[src/rtl/evt_timer_pkg.sv]
package evt_timer_pkg;
  localparam int CNT_W  = 64;
  localparam int HALF_W = CNT_W / 2;
  localparam int ADDR_W = 10;
  localparam int DATA_W = 32;

  // comparator configuration word bit positions
  localparam int CB_IEN   = 0;
  localparam int CB_LVL   = 1;
  localparam int CB_PER   = 2;
  localparam int CB_PCAP  = 3;
  localparam int CB_VSET  = 4;
  localparam int CB_M32   = 5;
  localparam int CB_CAP64 = 6;
  localparam int RT_LSB   = 8;
  localparam int RT_W     = 5;

  // capability word fields
  localparam int CAP_NUM_LSB = 8;
  localparam int CAP_SZ_BIT  = 13;

  // register offsets
  localparam logic [ADDR_W-1:0] OFF_CAP_LO = 10'h000;
  localparam logic [ADDR_W-1:0] OFF_CAP_HI = 10'h004;
  localparam logic [ADDR_W-1:0] OFF_GCFG   = 10'h010;
  localparam logic [ADDR_W-1:0] OFF_ISR    = 10'h020;
  localparam logic [ADDR_W-1:0] OFF_CNT_LO = 10'h0F0;
  localparam logic [ADDR_W-1:0] OFF_CNT_HI = 10'h0F4;
  localparam logic [4:0]        CMP_BASE_SLOT = 5'd8;

  typedef enum logic [1:0] {
    VS_IDLE   = 2'd0,
    VS_MATCH  = 2'd1,
    VS_PERIOD = 2'd2
  } vs_state_t;
endpackage

[src/rtl/evt_main_counter.sv]
module evt_main_counter
  import evt_timer_pkg::*;
(
  input  logic              clk,
  input  logic              rst_n,
  input  logic              en_i,
  input  logic              wr_lo_i,
  input  logic              wr_hi_i,
  input  logic [DATA_W-1:0] wdata_i,
  output logic [CNT_W-1:0]  cnt_o
);
  logic [CNT_W-1:0] cnt_q;

  always_ff @(posedge clk) begin
    if (!rst_n) begin
      cnt_q <= '0;
    end else if (en_i) begin
      cnt_q <= cnt_q + 1'b1;
    end else begin
      if (wr_lo_i) cnt_q[HALF_W-1:0]     <= wdata_i;
      if (wr_hi_i) cnt_q[CNT_W-1:HALF_W] <= wdata_i;
    end
  end

  assign cnt_o = cnt_q;

  // a running counter steps by one and ignores writes
  a_r2_count_step: assert property (@(posedge clk) disable iff (!rst_n)
    en_i |=> (cnt_q == $past(cnt_q) + 1'b1));

  // a halted, unwritten counter holds
  a_r2_hold_halted: assert property (@(posedge clk) disable iff (!rst_n)
    (!en_i && !wr_lo_i && !wr_hi_i) |=> $stable(cnt_q));
endmodule

[src/rtl/evt_cmp_unit.sv]
module evt_cmp_unit
  import evt_timer_pkg::*;
#(
  parameter logic              PER_CAP   = 1'b0,
  parameter logic [DATA_W-1:0] ROUTE_CAP = 32'h0
) (
  input  logic              clk,
  input  logic              rst_n,
  input  logic [CNT_W-1:0]  cnt_i,
  input  logic              cnt_en_i,
  input  logic              cfg_we_i,
  input  logic              val_we_lo_i,
  input  logic              val_we_hi_i,
  input  logic [DATA_W-1:0] wdata_i,
  input  logic              isr_clr_i,
  output logic [DATA_W-1:0] cfg_lo_o,
  output logic [DATA_W-1:0] cfg_hi_o,
  output logic [CNT_W-1:0]  val_o,
  output logic              status_o,
  output logic              irq_o
);
  logic            ien_q, lvl_q, per_q, m32_q;
  logic [RT_W-1:0] route_q;
  vs_state_t       vs_q;
  logic [CNT_W-1:0] match_q, period_q, next_match;
  logic            status_q, pulse_q;
  logic            hit, done_wr, to_period;

  assign hit = cnt_en_i &&
               (m32_q ? (cnt_i[HALF_W-1:0] == match_q[HALF_W-1:0]) : (cnt_i == match_q));
  assign done_wr   = (val_we_hi_i && !m32_q) || (val_we_lo_i && m32_q);
  assign to_period = (vs_q == VS_PERIOD);
  assign next_match = m32_q ? {{HALF_W{1'b0}}, match_q[HALF_W-1:0] + period_q[HALF_W-1:0]}
                            : match_q + period_q;

  // configuration fields
  always_ff @(posedge clk) begin
    if (!rst_n) begin
      ien_q   <= 1'b0;
      lvl_q   <= 1'b0;
      per_q   <= 1'b0;
      m32_q   <= 1'b0;
      route_q <= '0;
    end else if (cfg_we_i) begin
      ien_q   <= wdata_i[CB_IEN];
      lvl_q   <= wdata_i[CB_LVL];
      per_q   <= wdata_i[CB_PER] & PER_CAP;
      m32_q   <= wdata_i[CB_M32];
      route_q <= wdata_i[RT_LSB +: RT_W];
    end
  end

  // value-set sequencing
  always_ff @(posedge clk) begin
    if (!rst_n) begin
      vs_q <= VS_IDLE;
    end else if (cfg_we_i && wdata_i[CB_VSET]) begin
      vs_q <= VS_MATCH;
    end else if (done_wr) begin
      vs_q <= (vs_q == VS_MATCH) ? VS_PERIOD : VS_IDLE;
    end
  end

  // match time: software write first, then periodic advance
  always_ff @(posedge clk) begin
    if (!rst_n) begin
      match_q <= '0;
    end else if (val_we_lo_i && !to_period) begin
      match_q[HALF_W-1:0] <= wdata_i;
      if (m32_q) match_q[CNT_W-1:HALF_W] <= '0;
    end else if (val_we_hi_i && !m32_q && !to_period) begin
      match_q[CNT_W-1:HALF_W] <= wdata_i;
    end else if (hit && per_q) begin
      match_q <= next_match;
    end
  end

  // hidden period register
  always_ff @(posedge clk) begin
    if (!rst_n) begin
      period_q <= '0;
    end else if (val_we_lo_i && to_period) begin
      period_q[HALF_W-1:0] <= wdata_i;
      if (m32_q) period_q[CNT_W-1:HALF_W] <= '0;
    end else if (val_we_hi_i && !m32_q && to_period) begin
      period_q[CNT_W-1:HALF_W] <= wdata_i;
    end
  end

  // interrupt state
  always_ff @(posedge clk) begin
    if (!rst_n) begin
      status_q <= 1'b0;
      pulse_q  <= 1'b0;
    end else begin
      if (hit && lvl_q)   status_q <= 1'b1;
      else if (isr_clr_i) status_q <= 1'b0;
      pulse_q <= hit && !lvl_q;
    end
  end

  always_comb begin
    cfg_lo_o = '0;
    cfg_lo_o[CB_IEN]   = ien_q;
    cfg_lo_o[CB_LVL]   = lvl_q;
    cfg_lo_o[CB_PER]   = per_q;
    cfg_lo_o[CB_PCAP]  = PER_CAP;
    cfg_lo_o[CB_M32]   = m32_q;
    cfg_lo_o[CB_CAP64] = 1'b1;
    cfg_lo_o[RT_LSB +: RT_W] = route_q;
  end

  assign cfg_hi_o = ROUTE_CAP;
  assign val_o    = m32_q ? {{HALF_W{1'b0}}, match_q[HALF_W-1:0]} : match_q;
  assign status_o = status_q;
  assign irq_o    = ien_q & (lvl_q ? status_q : pulse_q);

  // nothing fires while the counter is halted
  a_r4_halted_quiet: assert property (@(posedge clk) disable iff (!rst_n)
    !cnt_en_i |=> (!$rose(status_q) && !pulse_q));

  // a clear without a simultaneous match empties the status bit
  a_r7_clear_wins: assert property (@(posedge clk) disable iff (!rst_n)
    (isr_clr_i && !hit) |=> !status_q);

  // a set status bit persists until cleared
  a_r6_status_holds: assert property (@(posedge clk) disable iff (!rst_n)
    (status_q && !isr_clr_i) |=> status_q);

  // the period write retires the value-set sequence
  a_r9_vs_retire: assert property (@(posedge clk) disable iff (!rst_n)
    (vs_q == VS_PERIOD && done_wr && !cfg_we_i) |=> (vs_q == VS_IDLE));

  generate
    if (!PER_CAP) begin : g_nocap
      // a comparator without the capability never enters periodic mode
      a_r8_no_periodic: assert property (@(posedge clk) disable iff (!rst_n)
        cfg_we_i |=> !per_q);
    end
  endgenerate
endmodule

[src/rtl/evt_timer_top.sv]
module evt_timer_top
  import evt_timer_pkg::*;
#(
  parameter int                N_CMP        = 3,
  parameter logic [DATA_W-1:0] TICK_FS      = 32'd69841279,
  parameter logic [N_CMP-1:0]  PER_CAP_MASK = 3'b001,
  parameter logic [DATA_W-1:0] ROUTE_CAP    = 32'h00F0_0000
) (
  input  logic              clk,
  input  logic              rst_n,
  input  logic [ADDR_W-1:0] bus_addr,
  input  logic [DATA_W-1:0] bus_wdata,
  input  logic              bus_we,
  input  logic              bus_re,
  output logic [DATA_W-1:0] bus_rdata,
  output logic [N_CMP-1:0]  irq_o
);
  localparam logic [DATA_W-1:0] CAP_LO =
    (DATA_W'(N_CMP - 1) << CAP_NUM_LSB) | (DATA_W'(1) << CAP_SZ_BIT);

  logic              aligned, in_cmp;
  logic [4:0]        cmp_slot;
  logic [2:0]        sub;
  logic              gen_q;
  logic [CNT_W-1:0]  cnt;
  logic [N_CMP-1:0]  status_vec;
  logic [DATA_W-1:0] cfg_lo_a [N_CMP];
  logic [DATA_W-1:0] cfg_hi_a [N_CMP];
  logic [CNT_W-1:0]  val_a    [N_CMP];
  logic [DATA_W-1:0] rd_next;
  logic              isr_we;

  assign aligned  = (bus_addr[1:0] == 2'b00);
  assign in_cmp   = (bus_addr[ADDR_W-1:ADDR_W-2] != 2'b00);
  assign cmp_slot = bus_addr[ADDR_W-1:5] - CMP_BASE_SLOT;
  assign sub      = bus_addr[4:2];
  assign isr_we   = bus_we && aligned && (bus_addr == OFF_ISR);

  always_ff @(posedge clk) begin
    if (!rst_n)                                         gen_q <= 1'b0;
    else if (bus_we && aligned && bus_addr == OFF_GCFG) gen_q <= bus_wdata[0];
  end

  evt_main_counter u_cnt (
    .clk     (clk),
    .rst_n   (rst_n),
    .en_i    (gen_q),
    .wr_lo_i (bus_we && aligned && bus_addr == OFF_CNT_LO),
    .wr_hi_i (bus_we && aligned && bus_addr == OFF_CNT_HI),
    .wdata_i (bus_wdata),
    .cnt_o   (cnt)
  );

  generate
    for (genvar i = 0; i < N_CMP; i++) begin : g_cmp
      logic sel;
      assign sel = bus_we && aligned && in_cmp && (cmp_slot == 5'(i));
      evt_cmp_unit #(
        .PER_CAP   (PER_CAP_MASK[i]),
        .ROUTE_CAP (ROUTE_CAP)
      ) u_cmp (
        .clk         (clk),
        .rst_n       (rst_n),
        .cnt_i       (cnt),
        .cnt_en_i    (gen_q),
        .cfg_we_i    (sel && sub == 3'd0),
        .val_we_lo_i (sel && sub == 3'd2),
        .val_we_hi_i (sel && sub == 3'd3),
        .wdata_i     (bus_wdata),
        .isr_clr_i   (isr_we && bus_wdata[i]),
        .cfg_lo_o    (cfg_lo_a[i]),
        .cfg_hi_o    (cfg_hi_a[i]),
        .val_o       (val_a[i]),
        .status_o    (status_vec[i]),
        .irq_o       (irq_o[i])
      );
    end
  endgenerate

  always_comb begin
    rd_next = '0;
    if (aligned) begin
      if (!in_cmp) begin
        case (bus_addr)
          OFF_CAP_LO: rd_next = CAP_LO;
          OFF_CAP_HI: rd_next = TICK_FS;
          OFF_GCFG:   rd_next = DATA_W'(gen_q);
          OFF_ISR:    rd_next = DATA_W'(status_vec);
          OFF_CNT_LO: rd_next = cnt[HALF_W-1:0];
          OFF_CNT_HI: rd_next = cnt[CNT_W-1:HALF_W];
          default:    rd_next = '0;
        endcase
      end else begin
        for (int i = 0; i < N_CMP; i++) begin
          if (cmp_slot == 5'(i)) begin
            case (sub)
              3'd0:    rd_next = cfg_lo_a[i];
              3'd1:    rd_next = cfg_hi_a[i];
              3'd2:    rd_next = val_a[i][HALF_W-1:0];
              3'd3:    rd_next = val_a[i][CNT_W-1:HALF_W];
              default: rd_next = '0;
            endcase
          end
        end
      end
    end
  end

  always_ff @(posedge clk) begin
    if (!rst_n)      bus_rdata <= '0;
    else if (bus_re) bus_rdata <= rd_next;
  end

  // no interrupt line is active right after reset
  a_r12_quiet_after_reset: assert property (@(posedge clk)
    !rst_n |=> (irq_o == '0));
endmodule

[config.mk]
export PLATFORM = sky130hd
export DESIGN_NAME = evt_timer_top
export DESIGN_NICKNAME = d
export VERILOG_FILES = /design/src/rtl/evt_timer_pkg.sv /design/src/rtl/evt_main_counter.sv /design/src/rtl/evt_cmp_unit.sv /design/src/rtl/evt_timer_top.sv
export SDC_FILE = /design/constraint.sdc
export NUM_CORES = 1
export LEC_CHECK = 0
export BUFFER_PORTS_ARGS = -buffer_cell sky130_fd_sc_hd__buf_2
export CELL_PAD_IN_SITES_DETAIL_PLACEMENT = 1
export CELL_PAD_IN_SITES_GLOBAL_PLACEMENT = 2
export CORE_ASPECT_RATIO = 0.75
export CORE_MARGIN = 3
export CORE_UTILIZATION = 40
export DETAILED_ROUTE_END_ITERATION = 12
export PLACE_DENSITY_LB_ADDON = 0.08
export RECOVER_POWER = 25
export SYNTH_ARGS = -nofsm -noshare
export SYNTH_HDL_FRONTEND = slang
export SYNTH_SLANG_ARGS = --single-unit
[constraint.sdc]
create_clock -name clk -period 6.3 [get_ports clk]
set_input_delay 0.945 -clock clk [delete_from_list [all_inputs] [get_ports clk]]
set_output_delay 0.945 -clock clk [all_outputs]
set_load 0.01 [all_outputs]
==> results of run 1 <==
[kinds of logic after synthesis]
family | count (synthesis) | share of synthesized area
AND/OR/NAND/NOR | 1069 | 0.203
AO/OA/AOI/OAI | 951 | 0.264
flip-flops | 390 | 0.324
buffers and inverters | 357 | 0.0603
XOR/XNOR | 291 | 0.106
adder cells (fa/ha/maj) | 66 | 0.0346
multiplexers | 19 | 0.00816
[stage by stage]
step           setup slack, ns  std cells  cell area [um^2]  utilization
3_5_place_dp              1.43       3764             24800        0.419
2_1_floorplan             3.21       3143             24100            -
3_3_place_gp              1.64       3764             24800        0.419
4_1_cts                   2.05       3849             26300        0.444
5_1_grt                  0.978       3849             26300        0.443
6_report                  1.18       3851             26300        0.443
[critical path: cells and delay by family]
family,cells,cell delay (ns)
buffers and inverters,4,4.31
AOI/OAI and AO/OA,1,0.18
[area by class of cell]
cell class | instances | area (um^2)
well taps | 790 | 988
inverters | 34 | 128
fillers | 7231 | 33000
clock buffers | 63 | 1290
diodes | 2 | 5.00
clock inverters | 22 | 190
flip-flops and latches | 390 | 7810
multi-input cells | 2396 | 14900
repair buffers | 154 | 941
[registers in the layout (all words and copies together) (netlist names), 6 cells and up]
register,count
bus_rdata,32
u_cnt.cnt_o,64
g_cmp.u_cmp.match_q,192
g_cmp.u_cmp.route_q,15
g_cmp.u_cmp.period_q,64
g_cmp.u_cmp.vs_q,6
[final timing paths]
path	startpoint	end	slack, ns
min	g_cmp[1].u_cmp.route_q[0]	g_cmp[1].u_cmp.route_q[0]	0.46
max reg2reg	gen_q	g_cmp[2].u_cmp.pulse_q	1.32
min reg2reg	g_cmp[1].u_cmp.route_q[0]	g_cmp[1].u_cmp.route_q[0]	0.46
max	rst_n	u_cnt.cnt_o[8]	1.18
[per-layer routing]
| layer | vias to the layer above | GRT usage | wire, um |
|---|---|---|---|
| met2 | 1563 | 0.532 | 49600 |
| met1 | 13100 | 0.578 | 56600 |
| met5 | - | 0 | 40 |
| li1 | 11100 | - | - |
| met3 | 303 | 0.0998 | 14800 |
| met4 | 6 | 0.122 | 4550 |
[power breakdown]
part | leakage (nW) | switching (W) | internal [W]
clock network | 0.735 | 0.00122 | 0.00153
logic | 5.66 | 0.000250 | 0.0000494
registers | 3.14 | 0.00000191 | 0.00247
total | 9.54 | 0.00147 | 0.00404
[synth_stat cells (all sizes together) (50+ instances only)]
master  number
a211oi      55
a21oi      343
a221oi      50
a22oi      163
buf         71
clkbuf     252
dfxtp      390
ha          65
nand2      413
nand3       77
nand4       67
nor2       295
nor3        52
o21ai       82
xnor2      155
xor2       136
==> reports/qor.yml, run 1 <==
floorplanning:
  core_area_um2: 59300
  fp.dieW_um: 289
  start_util: 0.406
  die-area_um2: 63200
  die_height_um: 218
  core.rowCount: 77
  io_pins: 81
yosys:
  synth_largest_area_cell: "dfxtp_1"
  ys_seq_area_frac: 0.324
  synth_seq_cells: 390
  ys_types: 86
  syn_area_per_cell_um2: 7.66
  netlist.area_leader.share: 0.324
  synth_area_leaders: "dfxtp_1 32%, a21oi_1 7.1%, nand2_1 6.4%"
  yosys_warnings: 0
  postSynthCellCount: 3143
  synth-edff-count: 0
  synth.cell_area_um2: 24100
  synth_fp_nets: 3255
  async_reset_ff_frac: 0
  synth_top_flop_cell: "dfxtp_1"
timing:
  min_period_ns: 5.12
  fmax_mhz: 195
  worst_pin_slew_ns: 4.23
  rsz0062_at_grt: "no"
  fin_worst_skew_ns: 0.0290
  finalSetupTns_ns: 0
  finalHoldViolations: 0
  fin_crit_sh: 0.813
  slew_headroom: -1.82
  maxSlewViolCount: 150
  setup_viol: 0
  whs_ns: 0.462
global_route:
  grt_usage: 0.386
  grt_pass1_wl_mm: 178
  grt.overflow.total: 0
  grt_pass1_vias: 24500
  grt_max_degree: 159
  antenna_found_initial: 3
clock_tree:
  clockBufferDepth: 3
  h-tree-depth: 2
  root_buffer: "clkbuf_16"
  cts_tree: "done"
  clock_sinks: 390
  ctsResizeCount: 0
  cts_setup_buffers: 0
  worstSkewPairLatency_ns: 0.62
  cts_hold_buf: 0
  path_clk_slew_ns: 0.07
  numCtsBuffers: 46
layout:
  mostFrequentLayoutCells: "413 x nand2_1, 389 x dfxtp_1, 339 x a21oi_1"
  area_growth_syn_to_layout_pct: 9.11
  drive_above_1_share: 0.0778
  nets: 3134
  final_common_cell: "nand2_1"
critical_path:
  critical_path_class: "input pin to flip-flop"
  critical_path.cell_chain: "buf_2 > buf_4 > inv_1 > buf_4 > o22ai_1"
  critPathRequiredTime_ns: 6.77
  crit_path_top_delay_cell: "inv_1"
  crit_top_cell: "buf_4"
  end_kind: "flip-flop"
  critPathMaxStageDelay_ns: 3.03
  worstPathArrival_ns: 5.59
  r2r_cells: 7
  path_max_fanout: 112
  start_kind: "input pin"
drt:
  wl_per_cell_um: 32.6
  antenna_left: 0
  routed_wl_mm: 126
  vias_per_cell: 6.77
  num_vias: 26100
  drc: 0
  drt_iter0_markers: 3994
  firstDrtPassIters: 7
placed_design:
  place_congestion: 1.02
  portBuffers: 80
  hpwl_mm: 91.5
pwr:
  vdd_ir_drop_max_mv: 0.184
  total_power_w: 0.00551
  power_density_nw_per_um2: 210
  power.leakage_nw: 9.54
outcome:
  violations: "max-capacitance violations, max-slew violations"
  outcome: "finished, violations left"
worst_hold_path:
  hp-class: "flip-flop to flip-flop"
  holdPathStages: 2
run:
  max_cap_violations: 2
Power figures use the tool's default switching activity.
==> run 2: changes to the inputs <==
--- a/config.mk
+++ b/config.mk
@@ -5,12 +5,13 @@
 export SDC_FILE = /design/constraint.sdc
 export NUM_CORES = 1
 export LEC_CHECK = 0
+export ABC_AREA = 1
 export BUFFER_PORTS_ARGS = -buffer_cell sky130_fd_sc_hd__buf_2
 export CELL_PAD_IN_SITES_DETAIL_PLACEMENT = 1
 export CELL_PAD_IN_SITES_GLOBAL_PLACEMENT = 2
 export CORE_ASPECT_RATIO = 0.75
 export CORE_MARGIN = 3
-export CORE_UTILIZATION = 40
+export CORE_UTILIZATION = 31
 export DETAILED_ROUTE_END_ITERATION = 12
 export PLACE_DENSITY_LB_ADDON = 0.08
 export RECOVER_POWER = 25
==> constraint.sdc (replaced) <==
create_clock -name clk -period 4.3 [get_ports clk]
set_input_delay 0.645 -clock clk [delete_from_list [all_inputs] [get_ports clk]]
set_output_delay 0.645 -clock clk [all_outputs]
set_load 0.01 [all_outputs]
==> reports/qor.yml, run 2 <==
drt:
  antenna_left: 0
  firstDrtPassIters: 6
  drt_iter0_markers: 4510
  drc: 0
  wl_per_cell_um: 32.8
  num_vias: 33600
  routed_wl_mm: 190
  vias_per_cell: 5.80
critical_path:
  reg2reg_to: "u_cnt.cnt_o[49]"
  critical_path_class: "input pin to flip-flop"
  critPathRequiredTime_ns: 4.85
  worstSetupEndpoint: "u_cnt.cnt_o[17]"
  start_kind: "input pin"
  critical_path.cell_chain: "buf_2 > inv_1 > nor3_1 > nand2_1 > nor2_1 > clkbuf_1 > nand2_1 > a31oi_1"
  crit_top_cell: "nand2_1"
  r2r_slack_ns: 0.81
  worstPathArrival_ns: 4.37
  r2r_start: "u_cnt.cnt_o[37]"
  end_kind: "flip-flop"
  worstSetupStartpoint: "bus_addr[5]"
  path_max_fanout: 29
  crit_path_top_delay_cell: "clkbuf_1"
  critPathMaxStageDelay_ns: 1.66
  r2r_cells: 10
run:
  max_cap_violations: 2
timing:
  rsz0062_at_grt: "no"
  fin_crit_sh: 0.888
  finalHoldViolations: 0
  slew_headroom: -0.511
  fin_worst_skew_ns: 0.0493
  finalSetupTns_ns: 0
  maxSlewViolCount: 95
  worst_pin_slew_ns: 2.27
  min_period_ns: 3.82
  setup_viol: 0
  fmax_mhz: 262
layout:
  largest_register_ffs: 192
  drive_above_1_share: 0.0586
  final_util: 0.350
  area_growth_syn_to_layout_pct: 11.2
  mostFrequentLayoutCells: "1433 x nand2_1, 589 x inv_1, 438 x a21oi_1"
  multi_input_area_um2: 16600
  nets: 4705
  seq_area_um2: 7810
  largest_register: "g_cmp.u_cmp.match_q"
  final_common_cell: "nand2_1"
  fillers: 11700
pwr:
  power_density_nw_per_um2: 274
  vdd_ir_drop_max_mv: 0.269
  power.leakage_nw: 13.0
outcome:
  outcome: "finished, violations left"
  violations: "max-capacitance violations, max-slew violations"
yosys:
  synth_area_leaders: "dfxtp_1 28%, nand2_1 19%, inv_1 8.0%"
  synth.most_common_cell: "nand2_1"
  synth-edff-count: 0
  syn_area_per_cell_um2: 6.03
  synth.cell_area_um2: 27800
  ys_types: 59
  yosys_warnings: 0
  yosys-top-cells-count: "1434 x nand2_1, 588 x inv_1, 438 x a21oi_1"
  ys_seq_area_frac: 0.281
  synth_top_flop_cell: "dfxtp_1"
  synth_fp_nets: 4714
  synth_seq_cells: 390
  postSynthCellCount: 4602
  synth_largest_area_cell: "dfxtp_1"
  netlist.area_leader.share: 0.281
  async_reset_ff_frac: 0
clock_tree:
  clockBufferDepth: 3
  cts_tree: "done"
  h-tree-depth: 2
  ctsResizeCount: 0
  root_buffer: "clkbuf_16"
  worstSkewPairLatency_ns: 0.64
  clock_sinks: 390
  path_clk_slew_ns: 0.07
  cts_setup_buffers: 0
  numCtsBuffers: 45
  cts_hold_buf: 0
worst_hold_path:
  hp-class: "input pin to flip-flop"
floorplanning:
  die_height_um: 265
  core_area_um2: 88200
  core.rowCount: 94
  start_util: 0.315
  fp.dieW_um: 352
  io_pins: 81
  die-area_um2: 93200
global_route:
  grt.overflow.total: 0
  antenna_found_initial: 22
  grt_max_degree: 168
  grt_pass1_wl_mm: 257
  grt_pass1_vias: 31100
  grt_usage: 0.395
placed_design:
  place_congestion: 1.07
  hpwl_mm: 151
  portBuffers: 80
[run 2: changes by cell type in the layout (fill, tap and decap cells not counted), moves of 66 or more]
cell     delta
o21ai_0   +230
a21oi_1    +99
xor2_1     -66
nand2_1  +1020
nand3_1   +147
a22oi_1   -161
inv_1     +556
xnor2_1    -72
[run 2: worst min path at each step]
stage                                 to  slack [ns]  cells past startpoint                       from
3_3_place_gp   g_cmp[2].u_cmp.route_q[2]        0.45                      2  g_cmp[2].u_cmp.route_q[2]
4_1_cts                    bus_rdata[26]        0.20                      2                     bus_re
3_5_place_dp               bus_rdata[20]        0.46                      2              bus_rdata[20]
6_report                   bus_rdata[26]        0.22                      2                     bus_re
2_1_floorplan  g_cmp[2].u_cmp.route_q[2]        0.43                      2  g_cmp[2].u_cmp.route_q[2]
5_1_grt                    bus_rdata[26]        0.25                      2                     bus_re
[run 2: area by class of cell]
cell class | count | share of cell area
Multi-Input combinational cell | 3366 | 0.538
Sequential cell | 390 | 0.253
Inverter | 616 | 0.0752
Tap cell | 1152 | 0.0467
Clock buffer | 59 | 0.0408
Timing Repair Buffer | 174 | 0.0353
Clock inverter | 22 | 0.0101
Antenna cell | 12 | 0.000973
[run 2: routing by layer]
metal  up-vias  routed length [um]  GRT usage
li1      14900                   -          -
met1     16500               88100      0.584
met2      1924               69500      0.509
met3       245               27400      0.180
met4         8                4810     0.0911
met5         -                  52          0
[run 2: cell families (layout without fill, tap and decap cells)]
| kind of cell | count (synthesis) | after routing | synth area share |
|---|---|---|---|
| DFF | 390 | 390 | 0.281 |
| other | 0 | 12 | 0 |
| xor gates and xnor gates | 153 | 153 | 0.0483 |
| buffers and inverters | 846 | 871 | 0.120 |
| AOI/OAI and AO/OA | 970 | 970 | 0.195 |
| adders and majority gates | 66 | 66 | 0.0300 |
| and+or+nand+nor | 2177 | 2177 | 0.325 |
[run 2: metrics by stage]
stage          hold slack, ns  setup slack, ns  power, W  cell area (um^2)  instances
2_1_floorplan           0.430             1.87   0.00389             27800       4602
3_3_place_gp            0.450            0.923   0.00419             29400       5698
3_5_place_dp            0.458            0.918   0.00419             29400       5698
4_1_cts                 0.205             1.05   0.00846             30900       5779
5_1_grt                 0.255            0.408   0.00861             30800       5779
6_report                0.223            0.482   0.00845             30900       5791
[run 2: critical path, delay by kind of cell]
kind,cells,cell delay (ns)
and+or+nand+nor,4,1.17
AOI/OAI and AO/OA,1,0.25
buffers and inverters,3,2.28
[run 2: power breakdown]
group	switching (W)	leakage [nW]	internal (W)
clock	0.00187	0.761	0.00245
sequential	0.00000581	3.14	0.00362
combinational	0.000431	9.13	0.0000834
